File: src/rtl/prio_vec_intc.sv
module prio_vec_intc #(
  parameter int NLINES = 8,
  parameter int PRIO_W = 4,
  parameter int VEC_W = 32,
  parameter logic [NLINES-1:0] BOTH_EDGE_MASK = 8'h0F
) (
  input  logic              clk,
  input  logic              rst_n,
  input  logic [NLINES-1:0] irq_in,
  input  logic              bus_rd,
  input  logic              bus_wr,
  input  logic [31:0]       bus_addr,
  input  logic [31:0]       bus_wdata,
  output logic [31:0]       bus_rdata,
  input  logic [PRIO_W-1:0] exec_level,
  output logic              int_req,
  input  logic              int_ack,
  output logic [VEC_W-1:0]  ack_vector,
  output logic [PRIO_W-1:0] ack_prio
);
  localparam int WORDS = 16 + 2 * NLINES;
  localparam int IDX_W = $clog2(WORDS);
  localparam int SEL_W = $clog2(NLINES);
  localparam logic [1:0] ST_IDLE = 2'd0, ST_SCHED = 2'd1, ST_SERV = 2'd2;

  logic [1:0]        st    [NLINES];
  logic              again [NLINES];
  logic              en    [NLINES];
  logic [PRIO_W-1:0] prio  [NLINES];
  logic [VEC_W-1:0]  vec   [NLINES];
  logic [NLINES-1:0] irq_q, edge_hit;
  logic [PRIO_W-1:0] exec_q, best;
  logic [SEL_W-1:0]  sel;
  logic              gie, found, ack_go, in_win, eos_wr;
  logic [IDX_W-1:0]  word;

  assign in_win = bus_addr[31:30] == 2'b11 && bus_addr[29:IDX_W+2] == '0 && bus_addr[1:0] == 2'b00;
  assign word = bus_addr[IDX_W+1:2];
  assign eos_wr = bus_wr && in_win && word == IDX_W'(1);
  assign edge_hit = (irq_in & ~irq_q) | ((irq_in ^ irq_q) & BOTH_EDGE_MASK);

  always_ff @(posedge clk) begin
    if (!rst_n) begin
      irq_q <= '0;
      exec_q <= '0;
      gie <= 1'b0;
    end else begin
      irq_q <= irq_in;
      exec_q <= exec_level;
      if (bus_wr && in_win && word == IDX_W'(0)) gie <= bus_wdata[0];
    end
  end

  always_comb begin
    found = 1'b0;
    sel = '0;
    best = '0;
    for (int k = 0; k < NLINES; k++) begin
      if (st[k] == ST_SCHED && (!found || prio[k] > best)) begin
        found = 1'b1;
        sel = SEL_W'(k);
        best = prio[k];
      end
    end
  end

  assign int_req = gie && found && best > exec_level;
  assign ack_go = int_ack && int_req;
  assign ack_vector = vec[sel];
  assign ack_prio = best;

  always_comb begin
    bus_rdata = '0;
    if (bus_rd && in_win) begin
      if (word == IDX_W'(0)) bus_rdata = {31'd0, gie};
      for (int k = 0; k < NLINES; k++) begin
        if (word == IDX_W'(16 + 2 * k)) bus_rdata = {en[k], 31'(prio[k])};
        if (word == IDX_W'(17 + 2 * k)) bus_rdata = 32'(vec[k]);
      end
    end
  end

  for (genvar k = 0; k < NLINES; k++) begin : g_line
    logic cfg_wr, vec_wr, en_eff, hit, eos_k, drop_k;
    assign cfg_wr = bus_wr && in_win && word == IDX_W'(16 + 2 * k);
    assign vec_wr = bus_wr && in_win && word == IDX_W'(17 + 2 * k);
    assign en_eff = cfg_wr ? bus_wdata[31] : en[k];
    assign hit = edge_hit[k] && en_eff;
    assign eos_k = eos_wr && bus_wdata[SEL_W-1:0] == SEL_W'(k);
    assign drop_k = exec_q >= prio[k] && exec_level < prio[k];

    always_ff @(posedge clk) begin
      if (!rst_n) begin
        en[k] <= 1'b0;
        prio[k] <= '0;
        vec[k] <= '0;
      end else begin
        if (cfg_wr) begin
          en[k] <= bus_wdata[31];
          prio[k] <= bus_wdata[PRIO_W-1:0];
        end
        if (vec_wr) vec[k] <= bus_wdata[VEC_W-1:0];
      end
    end

    always_ff @(posedge clk) begin
      if (!rst_n) begin
        st[k] <= ST_IDLE;
        again[k] <= 1'b0;
      end else begin
        case (st[k])
          ST_IDLE: if (en_eff && (hit || again[k])) begin
            st[k] <= ST_SCHED;
            again[k] <= 1'b0;
          end
          ST_SCHED: if (!en_eff) st[k] <= ST_IDLE;
                    else if (ack_go && sel == SEL_W'(k)) st[k] <= ST_SERV;
          ST_SERV: begin
            if (hit) again[k] <= 1'b1;
            if (eos_k || drop_k) st[k] <= ST_IDLE;
          end
          default: st[k] <= ST_IDLE;
        endcase
        if (!en_eff) again[k] <= 1'b0;
      end
    end

    AST_ACK_TO_SERVICE: assert property (@(posedge clk) disable iff (!rst_n)
      (ack_go && sel == SEL_W'(k)) |=> st[k] == ST_SERV);
    AST_DISABLED_CLEAN: assert property (@(posedge clk) disable iff (!rst_n)
      !en[k] |-> (st[k] != ST_SCHED && !again[k]));
    AST_DISABLED_STAYS_IDLE: assert property (@(posedge clk) disable iff (!rst_n)
      (st[k] == ST_IDLE && !en[k] && !cfg_wr) |=> st[k] == ST_IDLE);
    AST_GIE_KEEPS_PENDING: assert property (@(posedge clk) disable iff (!rst_n)
      (!gie && st[k] == ST_SCHED && !cfg_wr) |=> st[k] == ST_SCHED);
  end

  AST_REQ_NEEDS_GIE: assert property (@(posedge clk) disable iff (!rst_n)
    int_req |-> gie);
  AST_REQ_ABOVE_LEVEL: assert property (@(posedge clk) disable iff (!rst_n)
    int_req |-> ack_prio > exec_level);
endmodule

File: config.mk
export PLATFORM = sky130hd
export DESIGN_NAME = prio_vec_intc
export DESIGN_NICKNAME = d
export VERILOG_FILES = /design/src/rtl/prio_vec_intc.sv
export SDC_FILE = /design/constraint.sdc
export NUM_CORES = 1
export LEC_CHECK = 0
export BUFFER_PORTS_ARGS = -buffer_cell sky130_fd_sc_hd__buf_2
export CORE_UTILIZATION = 35
export CTS_BUF_LIST = sky130_fd_sc_hd__clkbuf_8
export CTS_CLUSTER_SIZE = 28
export DETAILED_ROUTE_END_ITERATION = 16
export SYNTH_ARGS = -nofsm -noshare
export SYNTH_HDL_FRONTEND = slang
export SYNTH_SLANG_ARGS = --single-unit
File: constraint.sdc
create_clock -name clk -period 34.2 [get_ports clk]
set_input_delay 1.71 -clock clk [delete_from_list [all_inputs] [get_ports clk]]
set_output_delay 1.71 -clock clk [all_outputs]
set_load 0.02 [all_outputs]
==> flow_metrics.tcl <==
set metrics [dict create \
    dr.pass1.iters 8 \
    dominantRegCellSynth "edfxtp_1" \
    clkTransAtPathRegs_ns 0.07 \
    clock_latency_ns 0.67 \
    root_buffer "clkbuf_8" \
    final-hold-violation-count 0 \
    cts_made_buffers 57 \
    r2r_cells 57 \
    first_iter_violations 1969 \
    holdPathEnd "again[1][0]" \
    io_pins 150 \
    via_per_inst 6.105 \
    holdPathStages 2 \
    final_common_cell "edfxtp_1" \
    synth_warnings 0 \
    startpoint "st[0][1]" \
    layout-drive-gt1-share 0.1658 \
    row_count 86 \
    cap_violations 0 \
    numClockSinks 333 \
    crit_arrival_ns 14.96 \
    path_common_cell "ha_1" \
    powerDensity_nw_per_um2 62.50 \
    power.leakage_uw 0.008816 \
    setup_viol 0 \
    netlist_instances 1787 \
    place_congestion 0.9768 \
    grt_setup_unrepaired "false" \
    nets 2054 \
    cts_setup_buffers 0 \
    dieArea_sq_um 56480 \
    critPathMaxStageDelay_ns 0.90 \
    worst_r2r_startpoint "st[0][1]" \
    setup.worst_path.class "flip-flop to output port" \
    slew_violations 0 \
    start_kind "flip-flop" \
    track_usage 0.2336 \
    worstHoldPathType "flip-flop to flip-flop" \
    slew_headroom 0.2193 \
    r2r_slack_ns 19.59 \
    worst_r2r_endpoint "st[0][2]" \
    drtAntennaViolNets 0 \
    crit_fanout 23 \
    peakVddDrop_v 0.00003870 \
    skew_ns 0.02846 \
    coreArea_sq_um 54990 \
    start_util 0.3535 \
    grt_pass1_vias 15842 \
    cts_resized 0 \
    num_vias 16356 \
    dpl.hpwl_um 41640 \
    required_ns 32.49 \
    wl_um 67210 \
    die_y_um 237.6 \
    endpoint_kind "output port" \
    drc 0 \
    die-width_um 237.6 \
    grt_max_degree 130 \
    synth_edf_count 318 \
    clock_path_buffers 3 \
    grt_overflow 0 \
    tritoncts "yes" \
    netlist_area_sq_um 19430 \
    grt_pass1_wl_um 100100 \
    syn_to_final_growth_pct 13.47 \
    period_share 0.4875 \
    port-buffer-count 149 \
    h-tree-depth 2 \
    fmax_mhz 59.98 \
    period_needed_ns 16.67 \
    syn_nets 1955 \
    worstMarginPinSlew_ns 1.161 \
    wl_per_cell_um 25.09 \
    critical_path.slowest_cell "nor4_2" \
    setup_slack_ns 17.53 \
    min-delay-start "again[1][0]" \
    layout_common_cells "edfxtp_1, and3_1, buf_2" \
    setup_tns_ns 0 \
    async_flop_share 0 \
    place_ws_ns 18.53 \
    synth_seq_cells 333 \
    synth.distinct_cells 74 \
    cts_hold_buf 0 \
    yosysSeqAreaShare 0.5068 \
    antenna_found_initial 6 \
    syn_area_per_cell_sq_um 10.88 \
    outcome "finished clean" \
]
[final cells by class]
cell class | count | area [sq um]
Antenna cell | 1 | 2.502
Clock buffer | 59 | 812.0
Clock inverter | 44 | 259.0
Fill cell | 5283 | 32930
Inverter | 48 | 180.2
Multi-Input combinational cell | 1260 | 8990
Sequential cell | 333 | 9849
Tap cell | 748 | 935.9
Timing Repair Buffer | 186 | 1023
[cells in the mapped netlist, types with 3 or more instances]
cell      count  area, sq um
xor2_1        4        35.03
mux2_2       19        214.0
a211o_1       3        26.28
o21ai_1       4        20.02
a221oi_1     78        683.2
a21o_1       30        225.2
nor3_1       30        150.1
a22o_1       27        236.5
o21ai_0      53        265.3
nand2b_1     25        156.4
o311ai_1      3        26.28
o211ai_1     20        150.1
nand2_1      78        292.8
dfxtp_1      15        300.3
nand3_1      13        65.06
and2_1       16        100.1
edfxtp_1    318         9549
a21oi_1      79        395.4
a32oi_1      11        96.34
o22ai_1       5        31.28
o21bai_1      3        22.52
mux2i_1      24        240.2
nand4_1       7        43.79
a31oi_1      33        206.5
nor2_1       99        371.6
o21a_1        4        30.03
nand3b_1      4        30.03
nor4b_1       3        26.28
buf_6         4        45.04
and3_1      254         1589
a211oi_1     12        90.09
inv_1        47        176.4
mux4_2        7        157.7
buf_2        17        85.08
nor2b_1      20        125.1
buf_1         6        22.52
clkbuf_1    118        442.9
a22oi_1     133        998.5
nor4_1       33        206.5
ha_1         87         1089
o311ai_0      3        26.28
[critical path: cells and delay by family (launching register included)]
family	cells	cell delay [ns]
adder cells (fa/ha/maj)	7	1.94
AO/OA/AOI/OAI	24	5.46
buffers and inverters	5	1.54
flip-flops	1	0.48
multiplexers	3	1.22
AND/OR/NAND/NOR	15	3.58
[kinds of logic after synthesis]
kind of cell / count (synthesis) / share of synthesized area
AND/OR/NAND/NOR: 599 / 0.1707
AO/OA/AOI/OAI: 520 / 0.1929
flip-flops: 333 / 0.5068
buffers and inverters: 194 / 0.04030
adder cells (fa/ha/maj): 87 / 0.05601
multiplexers: 50 / 0.03148
XOR/XNOR: 4 / 0.001802
[power breakdown]
group | internal [uW] | switching [uW]
Sequential | 469 | 19.5
Combinational | 173 | 366
Clock | 176 | 175
[per-layer routing]
metal  routed length (um)  up-vias  global-route usage  part of all wire
li1                     -     7290                   -                 -
met1                28610     8058              0.3185              0.43
met2                30910      844              0.3731              0.46
met3                 5436      160             0.03681             0.081
met4                 2219        4             0.08798             0.033
met5                   25        -                   0           0.00037
[worst max-delay path by stage]
stage / cells past startpoint / slack [ns] / to
after floorplan: 55 / 20.71 / int_req
after global placement: 54 / 18.83 / ack_vector[17]
after detailed placement: 54 / 18.53 / ack_vector[17]
after CTS: 54 / 17.76 / ack_vector[17]
after global routing: 56 / 16.54 / ack_vector[5]
final: 54 / 17.53 / ack_vector[5]
[flip-flops by register name, summed over array words and instances, names as in the netlist]
| name | cells |
|---|---|
| again | 8 |
| irq_q | 8 |
| vec | 256 |
| st | 16 |
| gie | 1 |
| exec_q | 4 |
| en | 8 |
| prio | 32 |
[metrics by stage]
step	utilization	area (sq um)	power, uW	hold slack [ns]	std cells
floorplan	-	19430	831.4	0.4753	1787
global placement	0.3815	20980	1019	0.4903	2575
detailed placement	0.3815	20980	1027	0.5335	2575
CTS	0.4010	22050	1380	0.5444	2678
global route	0.4010	22050	1439	0.5651	2678
finish	0.4011	22050	1378	0.5348	2679
No activity file was read; power rests on OpenSTA's default activity.
